[src/rtl/pbd_pkg.sv]
`timescale 1ns/1ps
package pbd_pkg;
   typedef enum logic {
      MODE_LO = 1'b0,
      MODE_HI = 1'b1
   } pbd_mode_e;
endpackage

[src/rtl/pbd_occ_ctr.sv]
`timescale 1ns/1ps
module pbd_occ_ctr #(
   parameter int MAX_PKTS = 64,
   parameter int CNT_W    = $clog2(MAX_PKTS + 1)
) (
   input  logic             clk,
   input  logic             rst_n,
   input  logic             push_i,
   input  logic             pop_i,
   output logic [CNT_W-1:0] occ_o,
   output logic             empty_o,
   output logic             drop_o
);
   localparam logic [CNT_W-1:0] CAP = CNT_W'(MAX_PKTS);

   generate
      if (MAX_PKTS < 2) begin : g_bad_depth
         $error("pbd_occ_ctr: MAX_PKTS must be at least 2");
      end
      if ((1 << CNT_W) <= MAX_PKTS) begin : g_bad_width
         $error("pbd_occ_ctr: CNT_W too narrow for MAX_PKTS");
      end
   endgenerate

   logic [CNT_W-1:0] occ_q;
   logic             full;
   logic             take;

   assign full    = (occ_q == CAP);
   assign empty_o = (occ_q == '0);
   // a granted pop frees a place in the same cycle, so a push may still land
   assign take    = push_i && (!full || pop_i);
   assign drop_o  = push_i && !take;
   assign occ_o   = occ_q;

   always_ff @(posedge clk or negedge rst_n) begin
      if (!rst_n) begin
         occ_q <= '0;
      end else if (take && !pop_i) begin
         occ_q <= occ_q + CNT_W'(1);
      end else if (!take && pop_i) begin
         occ_q <= occ_q - CNT_W'(1);
      end
   end
endmodule

[src/rtl/pbd_throttle.sv]
`timescale 1ns/1ps
module pbd_throttle #(
   parameter int SLOW_DIV = 3
) (
   input  logic clk,
   input  logic rst_n,
   input  logic fast_i,
   input  logic req_i,
   input  logic empty_i,
   output logic grant_o
);
   generate
      if (SLOW_DIV < 1) begin : g_bad_div
         $error("pbd_throttle: SLOW_DIV must be at least 1");
      end
   endgenerate

   logic slot_open;

   generate
      if (SLOW_DIV == 1) begin : g_nodiv
         assign slot_open = 1'b1;
      end else begin : g_div
         localparam int              PH_W = $clog2(SLOW_DIV);
         localparam logic [PH_W-1:0] LAST = PH_W'(SLOW_DIV - 1);
         logic [PH_W-1:0] ph_q;

         always_ff @(posedge clk or negedge rst_n) begin
            if (!rst_n) begin
               ph_q <= '0;
            end else if (ph_q == LAST) begin
               ph_q <= '0;
            end else begin
               ph_q <= ph_q + PH_W'(1);
            end
         end

         assign slot_open = (ph_q == '0);
      end
   endgenerate

   assign grant_o = req_i && !empty_i && (fast_i || slot_open);
endmodule

[src/rtl/pbd_mode_fsm.sv]
`timescale 1ns/1ps
module pbd_mode_fsm
   import pbd_pkg::*;
#(
   parameter int CNT_W = 7
) (
   input  logic             clk,
   input  logic             rst_n,
   input  logic [CNT_W-1:0] occ_i,
   input  logic [CNT_W-1:0] thr_hi_i,
   input  logic [CNT_W-1:0] thr_lo_i,
   output pbd_mode_e        mode_o,
   output logic             flip_o
);
   pbd_mode_e mode_q;
   pbd_mode_e mode_d;

   // the lower bound is tested first so that misordered thresholds settle low
   always_comb begin
      mode_d = mode_q;
      if (occ_i <= thr_lo_i) begin
         mode_d = MODE_LO;
      end else if (occ_i > thr_hi_i) begin
         mode_d = MODE_HI;
      end
   end

   assign flip_o = (mode_d != mode_q);
   assign mode_o = mode_q;

   always_ff @(posedge clk or negedge rst_n) begin
      if (!rst_n) begin
         mode_q <= MODE_LO;
      end else begin
         mode_q <= mode_d;
      end
   end
endmodule

[src/rtl/pbd_stats.sv]
`timescale 1ns/1ps
module pbd_stats #(
   parameter int STAT_W = 32
) (
   input  logic              clk,
   input  logic              rst_n,
   input  logic              fast_i,
   input  logic              flip_i,
   output logic [STAT_W-1:0] hi_cyc_o,
   output logic [STAT_W-1:0] lo_cyc_o,
   output logic [STAT_W-1:0] flips_o
);
   generate
      if (STAT_W < 2) begin : g_bad_stat
         $error("pbd_stats: STAT_W must be at least 2");
      end
   endgenerate

   // one residency counter per mode: index 0 = slow, index 1 = fast
   generate
      for (genvar g = 0; g < 2; g++) begin : g_res
         logic [STAT_W-1:0] n_q;
         always_ff @(posedge clk or negedge rst_n) begin
            if (!rst_n) begin
               n_q <= '0;
            end else if (fast_i == 1'(g)) begin
               n_q <= n_q + STAT_W'(1);
            end
         end
      end
   endgenerate

   logic [STAT_W-1:0] flips_q;

   always_ff @(posedge clk or negedge rst_n) begin
      if (!rst_n) begin
         flips_q <= '0;
      end else if (flip_i) begin
         flips_q <= flips_q + STAT_W'(1);
      end
   end

   assign lo_cyc_o = g_res[0].n_q;
   assign hi_cyc_o = g_res[1].n_q;
   assign flips_o  = flips_q;
endmodule

[src/rtl/pbd_dvfs_ctrl.sv]
`timescale 1ns/1ps
module pbd_dvfs_ctrl
   import pbd_pkg::*;
#(
   parameter int MAX_PKTS = 64,
   parameter int SLOW_DIV = 3,
   parameter int STAT_W   = 32,
   localparam int CNT_W   = $clog2(MAX_PKTS + 1)
) (
   input  logic              clk,
   input  logic              rst_n,
   input  logic              push_i,
   input  logic              pop_req_i,
   input  logic [CNT_W-1:0]  thr_hi_i,
   input  logic [CNT_W-1:0]  thr_lo_i,
   output logic              pop_ok_o,
   output logic              drop_o,
   output logic [CNT_W-1:0]  occupancy_o,
   output logic              mode_hi_o,
   output logic              freq_sel_o,
   output logic              volt_sel_o,
   output logic [STAT_W-1:0] cyc_hi_o,
   output logic [STAT_W-1:0] cyc_lo_o,
   output logic [STAT_W-1:0] mode_flips_o
);
   pbd_mode_e mode;
   logic      fast;
   logic      flip;
   logic      empty;
   logic      grant;

   assign fast = (mode == MODE_HI);

   pbd_throttle #(
      .SLOW_DIV (SLOW_DIV)
   ) u_throttle (
      .clk     (clk),
      .rst_n   (rst_n),
      .fast_i  (fast),
      .req_i   (pop_req_i),
      .empty_i (empty),
      .grant_o (grant)
   );

   pbd_occ_ctr #(
      .MAX_PKTS (MAX_PKTS),
      .CNT_W    (CNT_W)
   ) u_occ (
      .clk     (clk),
      .rst_n   (rst_n),
      .push_i  (push_i),
      .pop_i   (grant),
      .occ_o   (occupancy_o),
      .empty_o (empty),
      .drop_o  (drop_o)
   );

   pbd_mode_fsm #(
      .CNT_W (CNT_W)
   ) u_mode (
      .clk      (clk),
      .rst_n    (rst_n),
      .occ_i    (occupancy_o),
      .thr_hi_i (thr_hi_i),
      .thr_lo_i (thr_lo_i),
      .mode_o   (mode),
      .flip_o   (flip)
   );

   pbd_stats #(
      .STAT_W (STAT_W)
   ) u_stats (
      .clk      (clk),
      .rst_n    (rst_n),
      .fast_i   (fast),
      .flip_i   (flip),
      .hi_cyc_o (cyc_hi_o),
      .lo_cyc_o (cyc_lo_o),
      .flips_o  (mode_flips_o)
   );

   assign pop_ok_o   = grant;
   assign mode_hi_o  = fast;
   // 1 -> 500 MHz, 0 -> 250 MHz ; 1 -> 1.2 V, 0 -> 1.0 V
   assign freq_sel_o = fast;
   assign volt_sel_o = fast;
endmodule

[config.mk]
export PLATFORM = sky130hd
export DESIGN_NAME = pbd_dvfs_ctrl
export DESIGN_NICKNAME = d
export VERILOG_FILES = /design/src/rtl/pbd_pkg.sv /design/src/rtl/pbd_occ_ctr.sv /design/src/rtl/pbd_throttle.sv /design/src/rtl/pbd_mode_fsm.sv /design/src/rtl/pbd_stats.sv /design/src/rtl/pbd_dvfs_ctrl.sv
export SDC_FILE = /design/constraint.sdc
export NUM_CORES = 1
export LEC_CHECK = 0
export ABC_AREA = 1
export BUFFER_PORTS_ARGS = -buffer_cell sky130_fd_sc_hd__buf_2
export CORE_UTILIZATION = 40
export DETAILED_ROUTE_END_ITERATION = 16
export MAX_ROUTING_LAYER = met4
export PLACE_DENSITY_LB_ADDON = 0.3
export SLEW_MARGIN = 20
export SYNTH_ARGS = -nofsm -noshare
export SYNTH_HDL_FRONTEND = slang
export SYNTH_SLANG_ARGS = --single-unit
[constraint.sdc]
create_clock -name clk -period 2.9 [get_ports clk]
set_input_delay 0.87 -clock clk [delete_from_list [all_inputs] [get_ports clk]]
set_output_delay 0.87 -clock clk [all_outputs]
set_load 0.005 [all_outputs]
==> run_results.csv <==
group,metric,value,unit
status,status,"finished clean",
synthesis,yosysTopAreaCellShare,0.390,
synthesis,netlist_area,6800,um^2
synthesis,synth_nets,954,
final_layout,syn_to_final_growth,17.8,%
routing,drtIter0Drc,382,
routing,wl,17100,um
routing,routed.top_layer,"met4",
timing,fin_crit,2.60,ns
global_route,overflow,0,
placement,gp_congestion,0.893,
timing,finalSetupTns,0,ns
timing,finalHoldViolCount,0,
die,die_h,132,um
min_path,hold_path.class,"reg2reg",
global_route,grt_pass1_vias,5848,
worst_setup_path,cp_slowest_stage_delay,0.46,ns
clock_network,ctsHoldBuffers,0,
timing,fmax,385,MHz
synthesis,synth.area.top_cells,"dfrtp_1 (39%), nand2_1 (15%), nand3_1 (7.8%)",
synthesis,ys_seq_elements,106,
timing,setup_viol,0,
worst_setup_path,timing.rr.start,"u_occ.occ_o[0]$_DFFE_PN0P_",
synthesis,synth-main-ff-cell,"dfrtp_1",
timing,tightest_slew,0.492,ns
final_layout,final_cell_area,8010,um^2
timing,skew,0.0106,ns
placement,io_buffers,125,
die,row_count,47,
die,dieArea,17500,um^2
clock_network,clk_pin_slew,0.07,ns
placement,place_area,7700,um^2
global_route,antenna_found_initial,0,
job,cap_violations,0,
worst_setup_path,worstReg2RegEnd,"u_occ.occ_o[3]$_DFFE_PN0P_",
clock_network,cts_tree,"done",
synthesis,synth_cell_types,38,
synthesis,syn_inst,912,
routing,routed-wl-met3,711,um
die,core,16600,um^2
worst_setup_path,r2r.worst_path.cells,13,
routing,vias,6208,
pwr,p_leak,4.26,nW
routing,viasPerCell,4.92,
timing,rsz0062_at_grt,"no",
clock_network,clockBufferDepth,2,
synthesis,synth-edff-count,0,
worst_setup_path,cp-end-kind,"flop",
clock_network,cts_htree_levels,3,
synthesis,ys_warn_count,0,
timing,fin_crit_sh,0.895,
worst_setup_path,cp_slowest_cell,"dfrtp_1",
pwr,intPower,2.99,mW
min_path,hold_end,"u_throttle.g_div.ph_q[1]$_DFF_PN0_",
pwr,pwr-share-comb,0.348,
clock_network,clk_latency,0.35,ns
worst_setup_path,crit_type,"reg2reg",
global_route,grt_max_degree,47,
pwr,seqPwrFrac,0.393,
clock_network,postCtsSetupBuffers,0,
timing,slew_headroom,0.672,
clock_network,ctsRootBufferMaster,"clkbuf_16",
synthesis,yosysSeqAreaShare,0.390,
routing,wl_per_cell,13.5,um
pwr,power_density,612,nW/um^2
global_route,grt_usage,0.211,
routing,ant_nets,0,
die,start_util,0.410,
pwr,share_clk_of_total_power,0.259,
die,die_x,132,um
timing,worst_hold_slack,0.424,ns
pwr,p_switching,1.91,mW
final_layout,final_layout_size_suffix_gt1_frac,0.175,
synthesis,syn_avg_cell_area,7.46,um^2
worst_setup_path,required,3.13,ns
global_route,grt_pass1_wl,28900,um
placement,dp_hpwl,12800,um
worst_setup_path,start_kind,"flop",
pwr,switching_share,0.390,
pwr,fin_total_pwr,4.90,mW
routing,dr.pass1.iters,5,
worst_setup_path,cp_max_fo,7,
pwr,peakVddDrop,0.362,mV
routing,drc,0,
final_layout,fin_nets,1079,
routing,wl_met2,7820,um
worst_setup_path,worstPathArrival,2.83,ns
final_layout,fill_cells,1693,
worst_setup_path,rrSetupSlack,0.30,ns
clock_network,cts_sinks,106,
synthesis,yosys.area.top_type,"dfrtp_1",
min_path,hp-start,"u_throttle.g_div.ph_q[1]$_DFF_PN0_",
die,io_pins,126,
final_layout,post-route-util,0.483,
final_layout,diodes,0,
worst_setup_path,crit_chain,"inv_1, nand3_1, nor4b_2, a21oi_1, ha_1, inv_1, ha_1, nand2_1, nand2_1, a31oi_1, nor2_1, o21ai_0, o21ai_0",
routing,drt-met1-wl,8250,um
timing,slew_violations,0,
min_path,min_path_cells,1,
clock_network,numCtsBuffers,9,
synthesis,synth-async-reset-ratio,1.00,
-- kinds of logic (layout without fill, tap and decap cells) --
group / Yosys count / in the layout / synth area share
AO/OA/AOI/OAI: 25 / 25 / 0.0195
XOR/XNOR: 72 / 72 / 0.0927
adder cells (fa/ha/maj): 24 / 24 / 0.0453
buffers and inverters: 118 / 248 / 0.0701
flip-flops: 106 / 106 / 0.390
AND/OR/NAND/NOR: 567 / 567 / 0.382
-- synthesized netlist by cell type, types with 3 or more instances --
library cell  number
xnor2_1           30
nor2_1           100
buf_2             13
a21oi_1           11
nor3_4             3
nor2_2             6
nand3b_1          14
nand2_1          279
nand4_1           17
o21ai_0           11
nand2_2            3
xor2_1            42
nand3_4            4
nand3_1          106
inv_1             95
nor2_4             6
nor3_1            19
dfrtp_1          106
ha_1              23
inv_2              3
-- critical path, delay by kind of cell (launching register included) --
| kind | cells | cell delay [ns] |
|---|---|---|
| buffers and inverters | 2 | 0.32 |
| adder cells (fa/ha/maj) | 2 | 0.55 |
| AO/OA/AOI/OAI | 4 | 0.50 |
| AND/OR/NAND/NOR | 5 | 0.63 |
| flip-flops | 1 | 0.46 |
-- layer usage --
metal	GRT usage	up-vias
met2	0.318	149
li1	-	3165
met1	0.289	2874
met4	0.0754	0
met5	-	-
met3	0.0285	20
-- layout make-up --
type,count,area [um^2],share of cell area
timing repair buffer,133,726,0.0906
clock buffer,9,225,0.0281
inverter,99,374,0.0467
sequential,106,2650,0.331
clock inverter,7,77.6,0.00969
tap,220,275,0.0344
multi-input combinational,688,3680,0.459
-- power by group through the flow --
stage,Clock (mW),Sequential [mW],Combinational [mW]
6_report,1.27,1.93,1.70
5_1_grt,1.38,1.96,1.96
3_3_place_gp,0,1.95,1.69
4_1_cts,1.32,1.93,1.72
3_5_place_dp,0,1.96,1.72
2_1_floorplan,0,1.92,1.15
-- registers in the layout, summed over array words and instances (netlist names) --
register and cells:
u_stats.hi_cyc_o 32, u_stats.flips_o 32, u_throttle.g_div.ph_q 2, u_occ.occ_o 7, u_stats.lo_cyc_o 32, u_mode.mode_o 1
-- worst max path at each step --
| stage | cells after the start | slack [ns] | endpoint | startpoint |
|---|---|---|---|---|
| 5_1_grt | 13 | 0.01 | u_occ.occ_o[3]$_DFFE_PN0P_ | u_occ.occ_o[0]$_DFFE_PN0P_ |
| 3_5_place_dp | 13 | 0.16 | u_occ.occ_o[3]$_DFFE_PN0P_ | pop_req_i |
| 2_1_floorplan | 12 | 0.37 | u_occ.occ_o[3]$_DFFE_PN0P_ | pop_req_i |
| 4_1_cts | 13 | 0.24 | u_occ.occ_o[3]$_DFFE_PN0P_ | u_occ.occ_o[0]$_DFFE_PN0P_ |
| 3_3_place_gp | 13 | 0.19 | u_occ.occ_o[3]$_DFFE_PN0P_ | pop_req_i |
| 6_report | 13 | 0.30 | u_occ.occ_o[3]$_DFFE_PN0P_ | u_occ.occ_o[0]$_DFFE_PN0P_ |
-- placed cells by master, fill, tap and decap left out, types with 6 or more instances in the layout --
cell type / synthesis / layout
o21ai_0: 11 / 11
nand4_1: 17 / 17
inv_1: 95 / 95
nand2_1: 279 / 279
nor2_2: 6 / 6
buf_4: 2 / 6
xnor2_1: 30 / 30
xor2_1: 42 / 42
nand3_1: 106 / 106
ha_1: 23 / 23
clkbuf_16: 0 / 9
nand3b_1: 14 / 14
nor3_1: 19 / 19
dfrtp_1: 106 / 106
nor2_4: 6 / 6
a21oi_1: 11 / 11
buf_2: 13 / 124
nor2_1: 100 / 100
-- through the flow --
step                      cells  setup WS, ns
after floorplan             912         0.366
after global placement     1246         0.193
after detailed placement   1246         0.161
after CTS                  1262         0.238
after global routing       1262        0.0142
final                      1262         0.303
-- what timing repair did --
action	CTS	global route
endpoints found under the setup margin	0	2
resized for setup	0	1
hold endpoints to repair	0	0
No activity file was read; power rests on OpenSTA's default activity.
